<file path="src/rtl/dma_pkg.sv">
package dma_pkg;

    localparam int LANE_W    = 32;
    localparam int NUM_LANES = 4;
    localparam int CNT_W     = 16;
    localparam int DESC_W    = NUM_LANES * LANE_W;

    typedef enum logic [2:0] {
        ST_IDLE,
        ST_FETCH,
        ST_READ,
        ST_WRITE,
        ST_WBACK
    } eng_state_t;

    // control word of a descriptor (word 3)
    typedef struct packed {
        logic [CNT_W-1:0] pos;
        logic [3:0]       rsv_hi;
        logic [3:0]       link_ch;
        logic             rsv_lo;
        logic             link_en;
        logic             irq_en;
        logic             block;
        logic             dinc;
        logic             sinc;
        logic [1:0]       size;
    } desc_ctl_t;

    function automatic logic [2:0] unit_bytes(input logic [1:0] sz);
        unique case (sz)
            2'd0:    return 3'd1;
            2'd1:    return 3'd2;
            default: return 3'd4;
        endcase
    endfunction

    function automatic logic [3:0] unit_mask(input logic [1:0] sz);
        unique case (sz)
            2'd0:    return 4'b0001;
            2'd1:    return 4'b0011;
            default: return 4'b1111;
        endcase
    endfunction

endpackage

</file>
<file path="src/rtl/dma_desc_ram.sv">
module dma_desc_ram #(
    parameter int DEPTH  = 16,
    parameter int LANES  = 4,
    parameter int LANE_W = 32,
    localparam int AW    = $clog2(DEPTH),
    localparam int W     = LANES * LANE_W
) (
    input  logic              clk,
    input  logic              re,
    input  logic [AW-1:0]     raddr,
    output logic [W-1:0]      rdata,
    input  logic [LANES-1:0]  we,
    input  logic [AW-1:0]     waddr,
    input  logic [W-1:0]      wdata
);

    // one storage array per lane so each lane has its own write enable
    for (genvar g = 0; g < LANES; g++) begin : g_lane
        logic [LANE_W-1:0] store [DEPTH];
        logic [LANE_W-1:0] rd_q;

        always_ff @(posedge clk) begin
            if (we[g]) begin
                store[waddr] <= wdata[g*LANE_W +: LANE_W];
            end
            if (re) begin
                rd_q <= store[raddr];
            end
        end

        assign rdata[g*LANE_W +: LANE_W] = rd_q;
    end

endmodule

</file>
<file path="src/rtl/dma_arbiter.sv">
module dma_arbiter #(
    parameter int N  = 16,
    localparam int IW = $clog2(N)
) (
    input  logic          clk,
    input  logic          rst_n,
    input  logic [N-1:0]  req_i,
    output logic [N-1:0]  grant_o,
    output logic [IW-1:0] idx_o,
    output logic          any_o
);

    always_comb begin
        grant_o = '0;
        idx_o   = '0;
        for (int i = N - 1; i >= 0; i--) begin
            if (req_i[i]) begin
                grant_o    = '0;
                grant_o[i] = 1'b1;
                idx_o      = IW'(i);
            end
        end
    end

    assign any_o = |req_i;

    AST_GRANT_ONEHOT: assert property (@(posedge clk) disable iff (!rst_n)
        $onehot0(grant_o) && ((grant_o & ~req_i) == '0) && (any_o == (grant_o != '0)));

endmodule

</file>
<file path="src/rtl/dma_engine.sv">
module dma_engine
    import dma_pkg::*;
#(
    parameter int NUM_CH = 16,
    localparam int CH_W  = $clog2(NUM_CH)
) (
    input  logic              clk,
    input  logic              rst_n,
    // pending selection
    input  logic              pend_any,
    input  logic [CH_W-1:0]   pend_idx,
    output logic              take_o,
    // descriptor RAM
    output logic              ram_re,
    output logic [CH_W-1:0]   ram_raddr,
    input  logic [DESC_W-1:0] ram_rdata,
    input  logic              cfg_busy,
    output logic              wb_we,
    output logic [CH_W-1:0]   wb_addr,
    output logic [LANE_W-1:0] wb_word2,
    output logic [LANE_W-1:0] wb_word3,
    // completion
    output logic              fin_o,
    output logic [CH_W-1:0]   fin_ch,
    output logic              fin_irq,
    output logic              fin_link_en,
    output logic [CH_W-1:0]   fin_link_ch,
    // memory port
    output logic              mem_req,
    output logic              mem_we,
    output logic [LANE_W-1:0] mem_addr,
    output logic [LANE_W-1:0] mem_wdata,
    output logic [3:0]        mem_be,
    input  logic [LANE_W-1:0] mem_rdata,
    input  logic              mem_ready
);

    eng_state_t state_q, state_d;

    desc_ctl_t          ctl_q;
    desc_ctl_t          fetch_ctl;
    logic [LANE_W-1:0]  src_q, dst_q, data_q;
    logic [CNT_W-1:0]   cnt_q, wrap_q;
    logic [CH_W-1:0]    ch_q;

    logic [CNT_W-1:0]   step, cnt_nxt, pos_nxt, fetch_cnt;
    logic [CNT_W:0]     pos_sum;
    logic [LANE_W-1:0]  src_addr, dst_addr;

    assign fetch_ctl = ram_rdata[4*LANE_W-1 -: LANE_W];
    assign fetch_cnt = ram_rdata[2*LANE_W +: CNT_W];

    // address and count arithmetic
    always_comb begin
        step     = CNT_W'(unit_bytes(ctl_q.size));
        pos_sum  = {1'b0, ctl_q.pos} + {1'b0, step};
        pos_nxt  = ((wrap_q != '0) && (pos_sum >= {1'b0, wrap_q})) ? '0 : pos_sum[CNT_W-1:0];
        cnt_nxt  = (cnt_q > step) ? (cnt_q - step) : '0;
        src_addr = src_q + (ctl_q.sinc ? LANE_W'(ctl_q.pos) : '0);
        dst_addr = dst_q + (ctl_q.dinc ? LANE_W'(ctl_q.pos) : '0);
    end

    // state register
    always_ff @(posedge clk or negedge rst_n) begin
        if (!rst_n) begin
            state_q <= ST_IDLE;
        end else begin
            state_q <= state_d;
        end
    end

    // next state and outputs
    always_comb begin
        state_d   = state_q;
        take_o    = 1'b0;
        ram_re    = 1'b0;
        ram_raddr = pend_idx;
        wb_we     = 1'b0;
        mem_req   = 1'b0;
        mem_we    = 1'b0;
        mem_addr  = src_addr;
        mem_wdata = data_q << {dst_addr[1:0], 3'b000};
        mem_be    = 4'(unit_mask(ctl_q.size) << dst_addr[1:0]);
        unique case (state_q)
            ST_IDLE: begin
                if (pend_any) begin
                    take_o  = 1'b1;
                    ram_re  = 1'b1;
                    state_d = ST_FETCH;
                end
            end
            ST_FETCH: begin
                state_d = (fetch_cnt == '0) ? ST_IDLE : ST_READ;
            end
            ST_READ: begin
                mem_req = 1'b1;
                if (mem_ready) begin
                    state_d = ST_WRITE;
                end
            end
            ST_WRITE: begin
                mem_req  = 1'b1;
                mem_we   = 1'b1;
                mem_addr = dst_addr;
                if (mem_ready) begin
                    state_d = ((cnt_nxt == '0) || !ctl_q.block) ? ST_WBACK : ST_READ;
                end
            end
            ST_WBACK: begin
                if (!cfg_busy) begin
                    wb_we   = 1'b1;
                    state_d = ST_IDLE;
                end
            end
            default: state_d = ST_IDLE;
        endcase
    end

    // working copy of the active descriptor
    always_ff @(posedge clk or negedge rst_n) begin
        if (!rst_n) begin
            ch_q   <= '0;
            src_q  <= '0;
            dst_q  <= '0;
            cnt_q  <= '0;
            wrap_q <= '0;
            ctl_q  <= '0;
            data_q <= '0;
        end else begin
            if (take_o) begin
                ch_q <= pend_idx;
            end
            if (state_q == ST_FETCH) begin
                src_q  <= ram_rdata[0 +: LANE_W];
                dst_q  <= ram_rdata[LANE_W +: LANE_W];
                cnt_q  <= fetch_cnt;
                wrap_q <= ram_rdata[2*LANE_W+CNT_W +: CNT_W];
                ctl_q  <= fetch_ctl;
            end
            if ((state_q == ST_READ) && mem_ready) begin
                data_q <= mem_rdata >> {src_addr[1:0], 3'b000};
            end
            if ((state_q == ST_WRITE) && mem_ready) begin
                cnt_q     <= cnt_nxt;
                ctl_q.pos <= pos_nxt;
            end
        end
    end

    assign wb_addr     = ch_q;
    assign wb_word2    = {wrap_q, cnt_q};
    assign wb_word3    = ctl_q;
    assign fin_o       = wb_we && (cnt_q == '0);
    assign fin_ch      = ch_q;
    assign fin_irq     = ctl_q.irq_en;
    assign fin_link_en = ctl_q.link_en;
    assign fin_link_ch = ctl_q.link_ch[CH_W-1:0];

    AST_MEM_HOLD: assert property (@(posedge clk) disable iff (!rst_n)
        mem_req && !mem_ready |=> mem_req && $stable(mem_addr) && $stable(mem_we)
                                  && $stable(mem_wdata) && $stable(mem_be));

    AST_BE_LEGAL: assert property (@(posedge clk) disable iff (!rst_n)
        mem_req && mem_we |-> (mem_be inside {4'h1, 4'h2, 4'h4, 4'h8, 4'h3, 4'hC, 4'hF}));

endmodule

</file>
<file path="src/rtl/dma_ctrl.sv">
module dma_ctrl
    import dma_pkg::*;
#(
    parameter int NUM_CH = 16,
    localparam int CH_W  = $clog2(NUM_CH),
    localparam int CFG_AW = CH_W + 3
) (
    input  logic              clk,
    input  logic              rst_n,
    input  logic              cfg_we,
    input  logic [CFG_AW-1:0] cfg_addr,
    input  logic [31:0]       cfg_wdata,
    input  logic [NUM_CH-1:0] req_i,
    output logic              mem_req,
    output logic              mem_we,
    output logic [31:0]       mem_addr,
    output logic [31:0]       mem_wdata,
    output logic [3:0]        mem_be,
    input  logic [31:0]       mem_rdata,
    input  logic              mem_ready,
    output logic [NUM_CH-1:0] done_o,
    output logic [NUM_CH-1:0] irq_o
);

    logic [NUM_CH-1:0] pend_q, done_q, ien_q;
    logic [NUM_CH-1:0] grant, take_mask, sw_mask, clr_mask, link_mask, fin_mask;
    logic [CH_W-1:0]   pend_idx;
    logic              pend_any, take;

    logic              desc_we, glob_we;
    logic [1:0]        cfg_word;
    logic [CH_W-1:0]   cfg_ch;

    logic              ram_re;
    logic [CH_W-1:0]   ram_raddr, ram_waddr, wb_addr;
    logic [DESC_W-1:0] ram_rdata, ram_wdata;
    logic [NUM_LANES-1:0] ram_we;
    logic              wb_we;
    logic [LANE_W-1:0] wb_word2, wb_word3;

    logic              fin, fin_irq, fin_link_en;
    logic [CH_W-1:0]   fin_ch, fin_link_ch;

    // configuration decode
    assign glob_we  = cfg_we && cfg_addr[CFG_AW-1];
    assign desc_we  = cfg_we && !cfg_addr[CFG_AW-1];
    assign cfg_word = cfg_addr[1:0];
    assign cfg_ch   = cfg_addr[CH_W+1:2];
    assign sw_mask  = (glob_we && !cfg_addr[0]) ? cfg_wdata[NUM_CH-1:0] : '0;
    assign clr_mask = (glob_we &&  cfg_addr[0]) ? cfg_wdata[NUM_CH-1:0] : '0;

    dma_arbiter #(.N(NUM_CH)) u_arb (
        .clk     (clk),
        .rst_n   (rst_n),
        .req_i   (pend_q),
        .grant_o (grant),
        .idx_o   (pend_idx),
        .any_o   (pend_any)
    );

    assign take_mask = take ? grant : '0;
    assign fin_mask  = fin ? (NUM_CH'(1) << fin_ch) : '0;
    assign link_mask = (fin && fin_link_en) ? (NUM_CH'(1) << fin_link_ch) : '0;

    always_ff @(posedge clk or negedge rst_n) begin
        if (!rst_n) begin
            pend_q <= '0;
            done_q <= '0;
            ien_q  <= '0;
        end else begin
            pend_q <= (pend_q & ~take_mask) | req_i | sw_mask | link_mask;
            done_q <= (done_q & ~clr_mask) | fin_mask;
            ien_q  <= (ien_q & ~clr_mask & ~fin_mask) | (fin_irq ? fin_mask : '0);
        end
    end

    assign done_o = done_q;
    assign irq_o  = done_q & ien_q;

    // descriptor RAM write port: configuration first, writeback waits
    always_comb begin
        if (desc_we) begin
            ram_we    = NUM_LANES'(1) << cfg_word;
            ram_waddr = cfg_ch;
            ram_wdata = {NUM_LANES{cfg_wdata}};
        end else begin
            ram_we    = wb_we ? 4'b1100 : 4'b0000;
            ram_waddr = wb_addr;
            ram_wdata = {wb_word3, wb_word2, {(2*LANE_W){1'b0}}};
        end
    end

    dma_desc_ram #(.DEPTH(NUM_CH), .LANES(NUM_LANES), .LANE_W(LANE_W)) u_ram (
        .clk   (clk),
        .re    (ram_re),
        .raddr (ram_raddr),
        .rdata (ram_rdata),
        .we    (ram_we),
        .waddr (ram_waddr),
        .wdata (ram_wdata)
    );

    dma_engine #(.NUM_CH(NUM_CH)) u_eng (
        .clk         (clk),
        .rst_n       (rst_n),
        .pend_any    (pend_any),
        .pend_idx    (pend_idx),
        .take_o      (take),
        .ram_re      (ram_re),
        .ram_raddr   (ram_raddr),
        .ram_rdata   (ram_rdata),
        .cfg_busy    (desc_we),
        .wb_we       (wb_we),
        .wb_addr     (wb_addr),
        .wb_word2    (wb_word2),
        .wb_word3    (wb_word3),
        .fin_o       (fin),
        .fin_ch      (fin_ch),
        .fin_irq     (fin_irq),
        .fin_link_en (fin_link_en),
        .fin_link_ch (fin_link_ch),
        .mem_req     (mem_req),
        .mem_we      (mem_we),
        .mem_addr    (mem_addr),
        .mem_wdata   (mem_wdata),
        .mem_be      (mem_be),
        .mem_rdata   (mem_rdata),
        .mem_ready   (mem_ready)
    );

    AST_ONE_WRITER: assert property (@(posedge clk) disable iff (!rst_n)
        !(desc_we && wb_we));

    for (genvar c = 0; c < NUM_CH; c++) begin : g_done_chk
        AST_DONE_W1C: assert property (@(posedge clk) disable iff (!rst_n)
            $past(done_q[c]) && !$past(clr_mask[c]) |-> done_q[c]);
    end

endmodule

</file>
<file path="config.mk">
export PLATFORM = sky130hd
export DESIGN_NAME = dma_ctrl
export DESIGN_NICKNAME = d
export VERILOG_FILES = /design/src/rtl/dma_pkg.sv /design/src/rtl/dma_desc_ram.sv /design/src/rtl/dma_arbiter.sv /design/src/rtl/dma_engine.sv /design/src/rtl/dma_ctrl.sv
export SDC_FILE = /design/constraint.sdc
export NUM_CORES = 2
export LEC_CHECK = 0
export CAP_MARGIN = 30
export CELL_PAD_IN_SITES_DETAIL_PLACEMENT = 1
export CELL_PAD_IN_SITES_GLOBAL_PLACEMENT = 1
export CORE_MARGIN = 2
export CORE_UTILIZATION = 50
export CTS_BUF_LIST = sky130_fd_sc_hd__clkbuf_8
export CTS_CLUSTER_DIAMETER = 120
export DETAILED_ROUTE_END_ITERATION = 16
export DONT_BUFFER_PORTS = 1
export PLACE_DENSITY_LB_ADDON = 0.1
export SLEW_MARGIN = 10
export SYNTH_ARGS = -nofsm -noshare
export SYNTH_HDL_FRONTEND = slang
export SYNTH_SLANG_ARGS = --single-unit
</file>
<file path="constraint.sdc">
create_clock -name clk -period 8.7 [get_ports clk]
set_input_delay 0.435 -clock clk [delete_from_list [all_inputs] [get_ports clk]]
set_output_delay 0.435 -clock clk [all_outputs]
set_load 0.01 [all_outputs]
</file>
---- Word-level counts from Yosys, hierarchy flattened ----
Memory sizes are Yosys's and may differ from the RTL's. A register that Yosys moved wholly into a read port is not among the register bits.
Index checks and enable logic that the tools add are counted.
cells by class
  muxes and demuxes ....................... 74
  equality and inequality tests ........... 9
  reduce and logical (&&, ||, !) cells .... 23
  shifts and indexed selects .............. 6
  add/subtract/negate cells ............... 4
  magnitude comparators ................... 2
  bitwise logic cells ..................... 13
operators by type and width
  operator              number
  $mux 16               29
  $mux 128              1
  $and 16x16->16        5
  $or 16x16->16         5
  $mux 4                19
  $add 32x32->32        2
  $mux 32               2
  $logic_not 16->1      3
  $not 16->16           3
  $shl 1x4->16 const A  2
  $shl 32x5->32         1
  $shr 32x5->32         1
  $add 16x3->17         1
  $ge 17x16->1          1
  $gt 16x3->1           1
  $reduce_bool 16->1    1
  $reduce_or 16->1      1
  $sub 16x3->16         1
  $mux 3                5
  $pmux 3 s5            1
  $mux 1                14
  $logic_and 1x1->1     9
  $ne 2x2->1 const B    4
  $pmux 4 s2            1
  other kinds (15)      18
storage, ports and cells
  bits in writable memories ............... 2048
  bits of input ports ..................... 91
  bits in registers ....................... 215
  logic and storage cells ................. 155
  memories kept ........................... 4
memory list
  name                   depth  bits a word  read ports  clocked after memory_dff  write ports  line                text
  u_ram.g_lane[0].store  16     32           1           1                         1            dma_desc_ram.sv:19  logic [LANE_W-1:0] store [DEPTH];
  u_ram.g_lane[1].store  16     32           1           1                         1            dma_desc_ram.sv:19
  u_ram.g_lane[2].store  16     32           1           1                         1            dma_desc_ram.sv:19
  u_ram.g_lane[3].store  16     32           1           1                         1            dma_desc_ram.sv:19

---- Logic depth before layout (Yosys ltp) ----
  depth after elaboration ................. 22
  mapped depth ............................ 19
  mapped depth without buffers ............ 19

---- Modules after synthesis ----
Synthesis repeated with hierarchy kept, for this count alone.
second synthesis, totals
  cells, all modules ...................... 5172
  area, all modules ....................... 96207.3 um2
by module, submodules not included
  module        seq. area each (um2)  area each (um2)  instances  cells an instance
  dma_desc_ram  65342.7               81184.1          1          3461
  dma_engine    4179.0                11422.2          1          1214
  dma_ctrl      1201.2                3275.6           1          449
  dma_arbiter   0.0                   325.3            1          48

---- Worst setup path before layout ----
Ideal clock, no wire load.
  path kind ............................... reg-to-reg
  start point ............................. reg u_eng.state_q[0]
  end point ............................... reg pend_q[7]
  arrival ................................. 8.124 ns
  buffers on the path ..................... 1
  library setup time ...................... 0.148 ns
  stages on the path, launching flop included .. 7
  setup slack ............................. 0.428 ns
  path through ............................ dfrtp_1 buf_2 or3_1 a21oi_1 nand2_1 o41ai_1 o211ai_1
on the way
  word-level cells in the longest chain between the ends .. 8
  elaborated cells between the ends (all ways) .. 13
  those cells by class .................... eq/ne: 1; mux: 4; bitwise: 5; reduce/logical: 3
RTL lines
  item                         line              text
  from (decl)                  dma_engine.sv:38  eng_state_t state_q, state_d;
  from (signal assigned)       dma_engine.sv:68  state_q <= state_d;
  $logic_not 3->1              n/a
  $mux 1                       n/a
  named net ram_re             dma_ctrl.sv:34    logic ram_re;
  $mux 16                      dma_ctrl.sv:61    assign take_mask = take ? grant : '0;
  $not 16->16                  dma_ctrl.sv:71    pend_q <= (pend_q & ~take_mask) | req_i | sw_mask | link_mask;
  $and 16x16->16               dma_ctrl.sv:71
  $or 16x16->16 (3 in series)  dma_ctrl.sv:71
  to (signal assigned)         dma_ctrl.sv:71
  to (decl)                    dma_ctrl.sv:25    logic [NUM_CH-1:0] pend_q, done_q, ien_q;
The timed path passes the listed nets, and every way through them passes these cells.
A chain may end at the register's enable or synchronous reset.

---- Worst setup path after layout ----
  start point ............................. reg u_eng.ctl_q (netlist bit u_eng.wb_word3[3])
  end point ............................... out mem_addr[18]
on the way
  word-level cells in the longest chain between the ends .. 3
RTL lines
  item                    line               text
  from (decl)             dma_engine.sv:40   desc_ctl_t ctl_q;
  from (signal assigned)  dma_engine.sv:138  ctl_q <= fetch_ctl;
  $mux 16                 dma_engine.sv:60   dst_addr = dst_q + (ctl_q.dinc ? LANE_W'(ctl_q.pos) : '0);
  $add 32x32->32          dma_engine.sv:60
  $mux 32                 dma_engine.sv:84   unique case (state_q)
  to (decl)               dma_ctrl.sv:16     output logic [31:0] mem_addr,
Every way passes these cells.

==> qor.txt <==
Status -> complete, no violations
Met2 usage -> 49.98%
WL per Instance -> 30.57 microns
Largest net degree at the start of global routing -> 211
Syn Area/Cell -> 13.42 sq um
Comb power frac -> 23.1%
Area grow syn2layout -> 12.29%
Grt met3 use -> 4.825%
Startpoint types -> register
CP Data Required Time -> 8.27 ns
Adder-Cell Fraction of Synth Area -> 0.8194%
Vias per cell -> 6.165
Total Nets Final -> 7393
Share of cells above drive strength 1 -> 10.80%
Post-synthesis mux area share -> 4.232%
Crit path max fanout -> 18
Post-route insts no fill -> 10030
Placed Cells -> 9219
Grt total ovfl -> 0
Min-Delay Path Class -> input port to register
Dominant cell type by area after synthesis -> edfxtp_1
Mapped Area -> 93760 sq um
Fmax achieved -> 182.7 MHz
Row cnt -> 158
Hpwl dp -> 164100 microns
Clk_lat worst skew -> 1.08 ns
First-pass DRT Iterations -> 6
Main area contributors after synthesis -> edfxtp_1 67%, nand2_1 7.2%, dfrtp_1 5.6%, mux2i_1 3.2%, a32oi_1 2.3%
Largest family of logic cells by synthesized area -> simple AND/OR/NAND/NOR gates
PortBufs -> 0
Setup TNS -> 0 ns
Placer Congestion -> 0.8785
Critical path's most frequent cell -> and2_1
Clk root buf -> clkbuf_8
Distinct cell type count after synthesis -> 79
Resized cells post-CTS -> 0
Slew Viols, Final -> 0
Pleak -> 36.46 nW
Peak VDD IR -> 258.7 uV
Internal power -> 20.10 mW
Die Footprint -> 191000 sq um
Sequential Power Share -> 47.5%
EDFF count, synth -> 2091
GRT Overall Usage -> 31.67%
Arrival @ worst endpoint -> 5.04 ns
First-pass GRT wire length -> 438600 microns
Drt total wl -> 306700 microns
Compound-Gate Fraction of Synth Area -> 5.553%
Worst-Margin Slew -> 1.174 ns
Antenna Violating Nets Remaining -> 0
Ports -> 193
Most common cell after layout, fill and taps aside -> edfxtp_1
DP Worst Slack -> 3.922 ns
CTS Buf Count -> 385
R2R Setup Slk -> 3.80 ns
Setup bufs post-CTS -> 0
Gr busiest metal -> met2
CP max stage delay -> 0.83 ns
Clk slew on worst S/H paths -> 0.06 ns
Post-synthesis sequential area ratio -> 72.57%
Worst-path cell chain -> and2_1 -> ha_1 -> fa_2 -> a211oi_2 -> o21ai_1 -> a2111oi_2 -> o31ai_1 -> and2_1 -> nand2_1 -> xor2_1 -> o21ai_0
Final period util -> 62.92%
Die height -> 437.0 microns
Max Cap Violations -> 0
Vias in the first global route -> 63170
DR iter-0 viols -> 6774
Share of the synthesized area in the top cell type -> 66.97%
Post-Synth XOR/XNOR Area -> 0.6819%
Post-Synth Simple-Gate Area -> 13.85%
Initial antenna violation count -> 16
Pwr dens -> 284.5 nW/um^2
Critical path endpoint category -> primary output
Clock Tree Buf Depth -> 4
Post-Syn Instances -> 6988
Switching Share -> 32.89%
GR Layer Usage met1 -> 42.61%
Worst Clk Skew -> 0.04723 ns
Synthesized flop and latch total -> 2301
Fin. Hold Viols -> 0
Net Switching -> 9.853 mW
Synth async-reset ratio -> 9.126%
Critical path class -> register to primary output
Commonest non-fill, non-tap cells in the layout -> 2091 x edfxtp_1, 1793 x nand2_1, 420 x clkbuf_8
Synthesis Warnings -> 0
Initial Util -> 50.46%
Unrepaired setup endpoints after global routing -> no
Clk network pwr share -> 29.5%
Design Power -> 29.96 mW
Crit-path slowest cell -> dfrtp_1
CTS H-tree lvls -> 5
Final WS setup -> 3.226 ns
# setup viols final -> 0
CTS tree -> built
DRC -> 0
Die width -> 437.0 microns
Crit-path leading delay family -> compound AO/OA/AOI/OAI gates
Worst slew margin -> 21.70%
Via Count -> 61860
Clock sink count -> 2301
Syn_nets -> 7138
Fin crit period -> 5.474 ns
Core Region -> 185800 sq um
CP bufs+invs -> 0
Most used DFF post-synth -> edfxtp_1
metrics by stage:
| step | hold WS (ns) | util [%] | instance area, sq um |
|---|---|---|---|
| 3_5_place_dp | 0.1486 | 52.20 | 97000 |
| 2_1_floorplan | 0.1394 | - | 93760 |
| 6_report | 0.1026 | 56.66 | 105300 |
| 5_1_grt | 0.07342 | 56.65 | 105300 |
| 4_1_cts | 0.002828 | 56.53 | 105000 |
| 3_3_place_gp | 0.1505 | 52.10 | 96810 |
area by class of cell:
type	instances	area [sq um]
Antenna cell	13	32.53
Clock buffer	420	5781
Tap cell	2480	3103
Sequential cell	2301	68050
Clock inverter	264	1175
Multi-Input combinational cell	4219	24190
Timing Repair Buffer	273	2721
Fill cell	18110	80550
Inverter	63	236.5
power groups by stage:
stage	clock [mW]	combinational (mW)	sequential, mW
after global routing	9.41	7.41	14.2
after CTS	8.95	6.84	14.2
after global placement	0	6.36	14.4
final	8.83	6.91	14.2
after floorplan	0	4.32	13.9
after detailed placement	0	6.59	14.4
path summary, 6_finish.rpt:
check | from | to | cells after the start
max | u_eng.wb_word3[3] | mem_addr[18] | 11
min | cfg_wdata[7] | pend_q[7] | 3
max reg2reg | u_eng.wb_word3[1] | u_eng.wb_word3[19] | 19
min reg2reg | u_ram.g_lane[1].rd_q[25] | u_eng.dst_q[25] | 1
max in group asynchronous | rst_n | done_o[9] | 4
min in group asynchronous | rst_n | u_eng.data_q[2] | 3
repair_timing:
| action | 4_1_cts | 5_1_grt |
|---|---|---|
| endpoints found under the hold margin | 451 | 20 |
| hold buffers | 107 | 1 |
| setup endpoints to repair | 0 | 0 |
synth_stat cells (12+ instances only):
library cell and number:
xor2_1 38, and2_1 65, edfxtp_1 2091, buf_1 15, buf_2 110, inv_1 63
o31ai_1 16, clkbuf_1 224, xnor2_1 35, dfrtp_1 210, buf_4 41, nand4_1 134
a32oi_1 244, o211ai_1 12, nor4_1 16, ha_1 55, mux2i_1 303, nor3_1 30
buf_6 12, nor2b_1 31, a21oi_1 204, a21o_1 20, o21ai_0 135, nor2_1 270
mux2_2 83, a211oi_1 25, nand3_1 411, and3_1 15, nand3b_1 134, or3_1 12
nand2_1 1794
layer usage:
layer / vias to the layer above / part of all wire (%)
met5: - / 0.013
met4: 6 / 5.4
met3: 649 / 7.7
met2: 2843 / 47
met1: 32050 / 40
li1: 26310 / -
registers in the layout, indices dropped and copies added, names as in the netlist, 16 cells and up:
signal and cells:
done_o 16, ien_q 16, pend_q 16, u_eng.cnt_q 16, u_eng.data_q 32, u_eng.dst_q 32
u_eng.src_q 32, u_eng.wb_word3 21, u_eng.wrap_q 16, u_ram.g_lane.rd_q 123, u_ram.g_lane.store 1968
tightest hold or removal path, cell delays in order:
cell           delay (ns)
a21oi_1              0.04
dlygate4sd3_1        0.56
o211ai_1             0.09
kinds of logic (layout without fill, tap and decap cells):
family                     count (synthesis)  in the layout
AOI/OAI and AO/OA                        752            752
adders and majority gates                 59             59
DFF                                     2301           2301
xor gates and xnor gates                  73             73
buffers and inverters                    468           1020
and+or+nand+nor                         2949           2949
muxes                                    386            386
other                                      0             13
Power figures use the tool's default switching activity.
